**src/rtl/eirq_pkg.sv**
```systemverilog
package eirq_pkg;
  localparam int BUS_W = 32;
  localparam logic [7:0] OFS_MASK_SET = 8'h00;
  localparam logic [7:0] OFS_MASK_CLR = 8'h04;
  localparam logic [7:0] OFS_MASK_RD  = 8'h08;
  localparam logic [7:0] OFS_STATUS   = 8'h0C;
  localparam logic [7:0] OFS_ACK      = 8'h10;
  localparam logic [7:0] OFS_SENSE    = 8'h14;
  localparam logic [7:0] OFS_EDGE_POL = 8'h18;
  localparam logic [7:0] OFS_LVL_POL  = 8'h1C;
  localparam logic [7:0] OFS_NMI_CTL  = 8'h24;
endpackage

```
**src/rtl/eirq_sync.sv**
```systemverilog
module eirq_sync #(
  parameter int WIDTH = 32
) (
  input  logic             clk,
  input  logic             rst,
  input  logic [WIDTH-1:0] async_in,
  output logic [WIDTH-1:0] sync_out,
  output logic [WIDTH-1:0] prev_out
);
  logic [WIDTH-1:0] meta_q;
  logic [WIDTH-1:0] sync_q;
  logic [WIDTH-1:0] prev_q;

  always_ff @(posedge clk) begin
    if (rst) begin
      meta_q <= '0;
      sync_q <= '0;
      prev_q <= '0;
    end else begin
      meta_q <= async_in;
      sync_q <= meta_q;
      prev_q <= sync_q;
    end
  end

  assign sync_out = sync_q;
  assign prev_out = prev_q;

  // the previous-sample stage trails the synchronised value by one cycle
  a_r10_prev_follows: assert property (@(posedge clk) disable iff (rst)
    !$past(rst) |-> prev_q == $past(sync_q));
endmodule

```
**src/rtl/eirq_detect.sv**
```systemverilog
module eirq_detect #(
  parameter int WIDTH = 32
) (
  input  logic [WIDTH-1:0] cur,
  input  logic [WIDTH-1:0] prev,
  input  logic [WIDTH-1:0] level_mode,
  input  logic [WIDTH-1:0] rise_sel,
  input  logic [WIDTH-1:0] high_sel,
  output logic [WIDTH-1:0] event_o
);
  for (genvar g = 0; g < WIDTH; g++) begin : g_line
    logic edge_hit;
    logic level_hit;
    assign edge_hit  = rise_sel[g] ? (cur[g] & ~prev[g]) : (~cur[g] & prev[g]);
    assign level_hit = (cur[g] == high_sel[g]);
    assign event_o[g] = level_mode[g] ? level_hit : edge_hit;
  end
endmodule

```
**src/rtl/ext_irq_ctrl.sv**
```systemverilog
module ext_irq_ctrl
  import eirq_pkg::*;
#(
  parameter int NUM_LINES = 32,
  parameter int ADDR_W    = 8
) (
  input  logic                 clk,
  input  logic                 rst,
  input  logic [NUM_LINES-1:0] pin_in,
  input  logic                 wr_en,
  input  logic                 rd_en,
  input  logic [ADDR_W-1:0]    addr,
  input  logic [BUS_W-1:0]     wdata,
  output logic [BUS_W-1:0]     rdata,
  output logic                 irq_out,
  output logic                 nmi_out
);
  localparam int N = NUM_LINES;

  logic [N-1:0] pin_now, pin_prev, event_vec;
  logic [N-1:0] mask_q, status_q, sense_q, edgepol_q, lvlpol_q;
  logic         nmi_en_q;
  logic [N-1:0] wbits;
  logic [N-1:0] status_d;
  logic [N-1:0] ack_bits;
  logic [N-1:0] rd_sel;
  logic [BUS_W-1:0] rd_ext;

  eirq_sync #(.WIDTH(N)) u_sync (
    .clk      (clk),
    .rst      (rst),
    .async_in (pin_in),
    .sync_out (pin_now),
    .prev_out (pin_prev)
  );

  eirq_detect #(.WIDTH(N)) u_detect (
    .cur        (pin_now),
    .prev       (pin_prev),
    .level_mode (sense_q),
    .rise_sel   (edgepol_q),
    .high_sel   (lvlpol_q),
    .event_o    (event_vec)
  );

  function automatic logic hit(input logic [ADDR_W-1:0] a, input logic [7:0] ofs);
    return a == ADDR_W'(ofs);
  endfunction

  assign wbits    = wdata[N-1:0];
  assign ack_bits = (wr_en && hit(addr, OFS_ACK)) ? wbits : '0;
  assign status_d = (status_q & ~ack_bits) | event_vec;

  always_ff @(posedge clk) begin
    if (rst) begin
      mask_q    <= '0;
      status_q  <= '0;
      sense_q   <= '0;
      edgepol_q <= '0;
      lvlpol_q  <= '0;
      nmi_en_q  <= 1'b0;
      irq_out   <= 1'b0;
      nmi_out   <= 1'b0;
    end else begin
      status_q <= status_d;
      irq_out  <= |(status_q & mask_q);
      nmi_out  <= nmi_en_q & status_q[0];
      if (wr_en) begin
        if (hit(addr, OFS_MASK_SET)) mask_q    <= mask_q | wbits;
        if (hit(addr, OFS_MASK_CLR)) mask_q    <= mask_q & ~wbits;
        if (hit(addr, OFS_SENSE))    sense_q   <= wbits;
        if (hit(addr, OFS_EDGE_POL)) edgepol_q <= wbits;
        if (hit(addr, OFS_LVL_POL))  lvlpol_q  <= wbits;
        if (hit(addr, OFS_NMI_CTL))  nmi_en_q  <= wdata[0];
      end
    end
  end

  always_comb begin
    rd_sel = '0;
    if (hit(addr, OFS_MASK_RD))  rd_sel = mask_q;
    if (hit(addr, OFS_STATUS))   rd_sel = status_q;
    if (hit(addr, OFS_SENSE))    rd_sel = sense_q;
    if (hit(addr, OFS_EDGE_POL)) rd_sel = edgepol_q;
    if (hit(addr, OFS_LVL_POL))  rd_sel = lvlpol_q;
    if (hit(addr, OFS_NMI_CTL))  rd_sel = N'(nmi_en_q);
    rd_ext = '0;
    rd_ext[N-1:0] = rd_sel;
  end

  always_ff @(posedge clk) begin
    if (rst) rdata <= '0;
    else if (rd_en) rdata <= rd_ext;
  end

  // ones written to the set address appear in the mask
  a_r2_mask_set: assert property (@(posedge clk) disable iff (rst)
    ($past(wr_en) && $past(addr) == ADDR_W'(OFS_MASK_SET) && !$past(rst)) |->
      ((mask_q & $past(wbits)) == $past(wbits)));
  // ones written to the clear address vanish from the mask
  a_r2_mask_clr: assert property (@(posedge clk) disable iff (rst)
    ($past(wr_en) && $past(addr) == ADDR_W'(OFS_MASK_CLR) && !$past(rst)) |->
      ((mask_q & $past(wbits)) == '0));
  // a detected event always leaves its status bit set
  a_r6_event_wins: assert property (@(posedge clk) disable iff (rst)
    !$past(rst) |-> ((status_q & $past(event_vec)) == $past(event_vec)));
  // request follows gated status by one cycle
  a_r7_irq_follow: assert property (@(posedge clk) disable iff (rst)
    !$past(rst) |-> irq_out == $past(|(status_q & mask_q)));
  // no NMI without the enable bit
  a_r8_nmi_gated: assert property (@(posedge clk) disable iff (rst)
    nmi_out |-> $past(nmi_en_q) && $past(status_q[0]));
endmodule

```
**config.mk**
```make
export PLATFORM = sky130hd
export DESIGN_NAME = ext_irq_ctrl
export DESIGN_NICKNAME = d
export VERILOG_FILES = /design/src/rtl/eirq_pkg.sv /design/src/rtl/eirq_sync.sv /design/src/rtl/eirq_detect.sv /design/src/rtl/ext_irq_ctrl.sv
export SDC_FILE = /design/constraint.sdc
export NUM_CORES = 1
export LEC_CHECK = 0
export ABC_AREA = 1
export BUFFER_PORTS_ARGS = -buffer_cell sky130_fd_sc_hd__clkbuf_2
export CAP_MARGIN = 0
export CORE_ASPECT_RATIO = 1.4
export CORE_UTILIZATION = 45
export CTS_BUF_LIST = sky130_fd_sc_hd__clkbuf_8
export DETAILED_ROUTE_END_ITERATION = 16
export PLACE_DENSITY = 0.68
export SLEW_MARGIN = 40
export SYNTH_ARGS = -nofsm -noshare
export SYNTH_HDL_FRONTEND = slang
export SYNTH_SLANG_ARGS = --single-unit
export TNS_END_PERCENT = 5
```
**constraint.sdc**
```tcl
create_clock -name clk -period 2.1 [get_ports clk]
set_clock_uncertainty 0.1 [all_clocks]
set_input_delay 0.42 -clock clk [delete_from_list [all_inputs] [get_ports clk]]
set_output_delay 0.42 -clock clk [all_outputs]
set_load 0.05 [all_outputs]
```
### After elaboration in Yosys (flattened, before gate mapping)

Cells that the tools add are included.

* register bits: 291
* latch bits: 0
* memory bits (writable): 0
* bits in read-only memories: 0
* bits of input ports: 76
* output and inout bits: 34
* memories: 0

* add/subtract/negate cells: 0
* multiply operators: 0
* divide/modulo/power cells: 0
* order comparisons: 0
* equality and inequality tests: 40
* shift-type cells: 0
* muxes and demuxes: 73
* bitwise gates (word level): 136
* reductions and logical operators: 9

Operators by type and width (number)
* $mux 32: 9
* $and 32x32->32: 3
* $and 1x1->1: 65
* $mux 1: 64
* $not 1->1: 64
* $not 32->32: 2
* $or 32x32->32: 2
* $eq 1x1->1: 32
* $eq 8x5->1 const B: 4
* $reduce_or 32->1: 1
* $eq 8x4->1 const B: 2
* $reduce_and 2->1: 5
* $eq 8x3->1 const B: 1
* $eq 8x6->1 const B: 1
* $logic_not 8->1: 1
* $reduce_bool 2->1: 1
* $logic_and 1x1->1: 1

### Longest topological paths before layout

Gate-level depths: netlist (run 1).

* depth after elaboration: 7
* mapped depth: 10
* depth with buffers taken out: 9

### Modules after synthesis

From an unflattened synthesis (run 1), not the netlist that was laid out.

* cells, all modules: 1717
* area, all modules: 12590.8 um2

By module, submodules not included
* ext_irq_ctrl: instances 1, cells each 1066, area an instance 8215.4 um2, seq. area each 3903.7 um2
* eirq_sync: instances 1, cells each 299, area an instance 2813.9 um2, seq. area each 1921.8 um2
* eirq_detect: instances 1, cells each 352, area an instance 1561.5 um2, seq. area each 0.0 um2

### Worst setup path before layout (run 1)

No wires, ideal clock.

* path type: input to register
* from: in addr[6]
* to: reg edgepol_q[10]
* library setup time: 116 ps
* data arrival time: 1555 ps
* required time: 1884 ps
* setup slack: 328 ps
* cell stages on the path: 10
* buffers on the path: 2
* cells stage by stage: inv_1 > nand2_1 > nor2_4 > inv_2 > nor3_4 > nand2_2 > buf_2 > buf_6 > o21ai_1 > a21oi_1

* longest elaborated chain between the ends: 2

Ends and longest elaborated chain
* start: declaration: line ext_irq_ctrl.sv:12 `input logic [ADDR_W-1:0] addr,`
* $eq 8x5->1: line ext_irq_ctrl.sv:47 `return a == ADDR_W'(ofs);`
* $reduce_and 2->1 (no line)
* end signal: assignment: line ext_irq_ctrl.sv:72 `if (hit(addr, OFS_EDGE_POL)) edgepol_q <= wbits;`
* end: declaration: line ext_irq_ctrl.sv:21 `logic [N-1:0] mask_q, status_q, sense_q, edgepol_q, lvlpol_q;`

Every way passes these cells.
A chain may end at the register's enable or synchronous reset.

### Worst setup path after layout (run 1)

* from: reg rdata[15]
* to: out rdata[15]

RTL lines
* start: declaration: line ext_irq_ctrl.sv:14 `output logic [BUS_W-1:0] rdata,`
* start signal: assignment: line ext_irq_ctrl.sv:93 `else if (rd_en) rdata <= rd_ext;`

No word-level cell between the ends.

==> results.md, run 1 <==
* Max rail drop VDD at between 0.4 and 0.5 mV
* DRC at 0
* CTS tree: built
* Largest fanout on the critical path at 2
* Die area at 0.02816 mm2
* Top cell type's share of synthesized area at 47.11%
* Nets at between 1,500 and 2,000
* M2 GR Usage at 43.23%
* H-tree levels at 2
* Final WL at 35.35 mm
* Die height at 198.2 um
* Clock Tree Buf Depth at 3
* Post-synth cell types at 21
* Sequential power share at around 51%
* Worst-path cell chain: clkbuf_2
* RD Place Congestion at around 0.8
* WP data required at between 1500 and 2000 ps
* CP Data Arrival Time at 1270 ps
* Avg Cell Area, Syn at ~7.3 um2
* Hold Crit Class: in2reg
* Initial DRC count at 831
* Vias in the first global route at approximately 11,000
* Core area at 0.02692 mm2
* Cell Rows at approximately 70
* I/O pin cnt at 110
* HP Start: wdata[27]
* Antenna diodes at 0
* Vias per cell at roughly 5.4
* Post-cts gate resize count at 0
* First-pass GRT wire length at approximately 57 mm
* CP delay by family, top: flip-flops
* Crit path kind: reg2out
* Share of post-route cells with drive strength above 1 at between 10% and 20%
* Global routing usage on met1 at a little under a third
* Clock Sinks at about 290
* Final period util at around 85%
* Busiest layer in global routing: met2
* Met3 GRT Util at under 10%
* GRT overflow at 0
* Outcome: completed
* Routed via count at roughly 12,000
* Syn Std Cell Area at between 0.01 and 0.015 mm2
* Logic pwr share at around 6%
* Yosys warnings at 0
* Worst Tran Pin Value at around 650 ps
* Port Buffers at 109
* Area growth syn-to-layout at 18.54%
* CP startpoint: rdata[15]
* Max Cap Violations at 0
* Largest net degree at the start of global routing at 90
* Clk pin slew, worst setup/hold paths at about 60 ps
* Setup TNS Final at 0 ps
* WP buf/inv at 1
* Routed WL per cell at ~16 um
* Mapped Cells at 1,705
* Crit-path slowest cell: dfxtp_1
* Fillers at between 2,000 and 3,000
* DP HPWL at between 20 and 25 mm
* Clock network power share at a little over two fifths
* Register area share after synthesis at between 40% and 50%
* Clock Latency Late Sink at 570 ps
* Initial core utilization at between 40% and 50%
* Fin. Hold Viols at 0
* Max Fclk at ~0.56 GHz
* Routed Antenna Nets at 0
* RSZ-0062 raised after global routing: false
* Tot Pwr at around 11 mW
* Initial antenna violation count at 0
* Synth Register Bits at 291
* Net Count, Synth at 1,781
* GRT Overall Usage at 25.39%
* Ranking of synthesized cells by area: dfxtp_1, a21oi_1, nand3_1, o21ai_0, inv_1
* Root Driver: clkbuf_8
* NetSw at between 2 and 3 mW
* Startpoint Class: flip-flop
* CP endpoint kind: output pin
* Final min period at between 1500 and 2000 ps
* CTS buffer count at 45
* Lkg Pwr at just over 6 nW
* Pins Over Slew Limit at 0
* Internal at 8.365 mW
* Most frequent cells in the layout: a21oi_1, dfxtp_1, inv_1
* Die width at ~140 um
* Postcts setup bufs at 0
* Sw Share at ~24%
* Power Dens Cells at roughly 750 mW/mm2
* Synth area leader: dfxtp_1
* Slew HR at between 50% and 60%
* DRT Pass-1 Iters at 5
* CP peak stage delay at around 400 ps
* Final-report setup violation count at 0
[final timing paths]
check / to / slack, ps / cells past startpoint
max: rdata[15] / 310 / 1
min reg2reg: u_sync.sync_out[19] / 290 / 2
min: lvlpol_q[27] / 50 / 3
max reg2reg: irq_out / 800 / 5
[per-stage QoR]
stage,hold WS [ps],area (um2),std cells,worst slack [ps],util (%)
after floorplan,288.3,12370,1705,328.5,-
after global placement,288.3,13460,2109,173.8,50.00
final,49.36,14660,2215,307.3,54.46
after CTS,12.66,14660,2215,278.5,54.46
after global routing,53.31,14660,2215,267.1,54.46
after detailed placement,294.8,13460,2109,124.8,50.00
[power groups by stage]
stage               Clock (mW)  Sequential (mW)  Combinational (mW)
floorplan                    0             5.79               0.351
global placement             0             5.79               0.615
detailed placement           0             5.80               0.625
CTS                       4.82             5.67               0.673
global route              5.05             5.68               0.744
finish                    4.69             5.68               0.674
[routing by layer]
metal,vias to the layer above,wire length (um)
met4,0,1377
met5,-,0
met1,5610,14340
met3,91,2551
li1,5894,-
met2,448,17080
[synth_stat cells, drive strengths merged]
| cell type | count |
|---|---|
| a21oi | 291 |
| a22o | 8 |
| buf | 40 |
| clkbuf | 69 |
| dfxtp | 291 |
| inv | 232 |
| nand2 | 132 |
| nand3 | 233 |
| nand4 | 3 |
| nor2 | 123 |
| nor3 | 67 |
| o21ai | 185 |
| o21bai | 31 |
[final cells by class]
cell class,count,area [um2],area share (%)
Clock buffer,59,812.0,5.539
Sequential cell,291,5826,39.74
Timing Repair Buffer,180,1403,9.568
Inverter,232,870.8,5.941
Clock inverter,15,67.56,0.4609
Tap cell,365,456.7,3.115
Multi-Input combinational cell,1073,5224,35.63
[repair_timing]
| action | 4_1_cts | 5_1_grt |
|---|---|---|
| endpoints found under the hold margin | 32 | 0 |
| endpoints found under the setup margin | 0 | 0 |
| hold buffers | 32 | 0 |
[cells by family after synthesis]
| group | share of synthesized area, % |
|---|---|
| buffers and inverters | 10.86 |
| AND/OR/NAND/NOR | 20.33 |
| AO/OA/AOI/OAI | 21.71 |
| flip-flops | 47.11 |
No activity file was read; power rests on OpenSTA's default activity.
==> run 2, diff against run 1 <==
Settings changed: ABC_CLOCK_PERIOD_IN_PS set to 2100, CORE_MARGIN set to 1.5, PLACE_DENSITY 0.68 to unset, PLACE_DENSITY_LB_ADDON set to 0.3.
==> results.md, run 2 (synthesized netlist as in run 1, its figures left out) <==
* Outcome: completed
* Share of post-route cells with drive strength above 1 at 12.14% (-0.24 points)
* CP startpoint: rdata[22]
* Initial core utilization at 45.94% (unchanged)
* Initial antenna violation count at 0 (unchanged)
* Tot Pwr at 10.84 mW (-1.8%)
* Slew HR at 66.62% (+10 points)
* Vias per cell at 5.441 (about the same)
* Lkg Pwr at 6.137 nW (-0.14%)
* Crit path kind: reg2out
* Die width at 143.1 um (+0.70%)
* Hold Crit Class: in2reg
* Routed Antenna Nets at 0 (unchanged)
* Startpoint Class: flip-flop
* RSZ-0062 raised after global routing: false
* Setup TNS Final at 0 ps (unchanged)
* Clock Latency Late Sink at 570 ps (about the same)
* Worst Tran Pin Value at 499.3 ps (-154.4 ps)
* H-tree levels at 2 (unchanged)
* Cell Rows at 71 (unchanged)
* Post-route setup slack at 318.3 ps (+11.08 ps)
* Nets at 1,900 (+0.053%)
* Core area at 0.02692 mm2 (unchanged)
* Pins Over Slew Limit at 0 (unchanged)
* RD Place Congestion at 0.8282 (+1.7%)
* DRC at 0 (unchanged)
* Largest fanout on the critical path at 2 (unchanged)
* Max Fclk at 0.5613 GHz (+0.62%)
* DRT Pass-1 Iters at 5 (unchanged)
* Flop2flop setup slack at 800 ps (about the same)
* DP HPWL at 21.72 mm (+1.1%)
* Clock Tree Buf Depth at 3 (unchanged)
* Routed WL per cell at 15.91 um (-0.32%)
* Max Cap Violations at 0 (unchanged)
* GRT overflow at 0 (unchanged)
* RR Startpoint: status_q[28]
* Clk pin slew, worst setup/hold paths at 70 ps (about the same)
* Die area at 0.02850 mm2 (+1.2%)
* Power Dens Cells at 742.4 mW/mm2 (-1.5%)
* CP endpoint kind: output pin
* Final-report setup violation count at 0 (unchanged)
* CP Data Arrival Time at 1260 ps (about the same)
* I/O pin cnt at 110 (unchanged)
* Crit-path slowest cell: dfxtp_1
* Die height at 199.2 um (+0.50%)
* Postcts setup bufs at 0 (unchanged)
* Fillers at 2,636 (+0.34%)
* First-pass GRT wire length at 57.75 mm (+2.1%)
* Root Driver: clkbuf_8
* WP data required at 1580 ps (about the same)
* Antenna diodes at 0 (unchanged)
* Fin. Hold Viols at 0 (unchanged)
* RR Endpoint: irq_out
* Final period util at 84.84% (-0.53 points)
* Port Buffers at 109 (unchanged)
* Final WL at 35.28 mm (-0.19%)
* Worst-path cell chain: clkbuf_2
* End point of the critical path: rdata[22]
* Crit path depth at 1 (unchanged)
* Routed via count at 12,069 (+0.22%)
* Final min period at 1782 ps (-11.07 ps)
* Vias in the first global route at 11,715 (+4.4%)
* CP peak stage delay at 390 ps (about the same)
* Max rail drop VDD at 0.3894 mV (-9.5%)
* Reg2Reg Depth at 5 (unchanged)
* Pre-CTS setup slack at 130.8 ps (+5.983 ps)
* CTS buffer count at 44 (-2.2%)
* CP delay by family, top: flip-flops
* Clock Sinks at 291 (unchanged)
* Initial DRC count at 1,020 (+23%)
* GRT Overall Usage at 25.28% (-0.10 points)
* Most frequent cells in the layout: a21oi_1, dfxtp_1, inv_1
* CTS tree: built
* WP buf/inv at 1 (unchanged)
* Area growth syn-to-layout at 18.12%
* Largest net degree at the start of global routing at 101 (+12%)
-- run 2: changes by cell type in the layout (fill, tap and decap cells not counted), sizes merged --
cell      change
buf           +2
clkinv        -1
clkbuf        -4
inv           +7
clkinvlp      -1
-- run 2: metrics by stage --
stage                     hold slack (ps)  util [%]  cell area (um2)  cells
after floorplan                     288.3         -            12370   1705
after global placement              288.7     49.97            13450   2111
after detailed placement            295.3     49.97            13450   2111
after CTS                           41.05     54.27            14610   2218
after global routing                44.82     54.27            14610   2218
final                               57.69     54.27            14610   2218
-- run 2: worst min path at each step --
stage,from,endpoint,depth (start not counted)
global route,wdata[29],edgepol_q[29],3
detailed placement,u_sync.meta_q[2],u_sync.sync_out[2],2
global placement,u_sync.meta_q[6],u_sync.sync_out[6],2
CTS,wdata[29],edgepol_q[29],3
finish,wdata[29],edgepol_q[29],3
floorplan,u_sync.meta_q[0],u_sync.sync_out[0],2
-- run 2: cell type report --
| class | instances | area, um2 | area share, % |
|---|---|---|---|
| Clock buffer | 55 | 757.0 | 5.182 |
| Clock inverter | 20 | 81.33 | 0.5567 |
| Inverter | 232 | 870.8 | 5.961 |
| Multi-Input combinational cell | 1073 | 5224 | 35.76 |
| Sequential cell | 291 | 5826 | 39.88 |
| Tap cell | 365 | 456.7 | 3.126 |
| Timing Repair Buffer | 182 | 1393 | 9.533 |
-- run 2: what timing repair did --
item,4_1_cts,5_1_grt
endpoints found under the hold margin,32,0
resized for setup,0,0
hold buffers,32,0
-- run 2: metal layers --
metal | routed length (um) | vias up | part of all wire [%] | global-route usage (%)
met5 | 0 | - | 0 | 0
met2 | 16930 | 458 | 48 | 43.25
met3 | 2563 | 93 | 7.3 | 4.673
met4 | 1246 | 0 | 3.5 | 10.69
li1 | - | 5909 | - | -
met1 | 14540 | 5609 | 41 | 30.99
-- run 2: power breakdown --
group / switching (mW) / total [mW] / internal, mW / leakage [nW]
combinational: 0.431 / 0.678 / 0.247 / 3.28
clock: 2.15 / 4.49 / 2.34 / 0.495
sequential: 0.0494 / 5.68 / 5.63 / 2.36
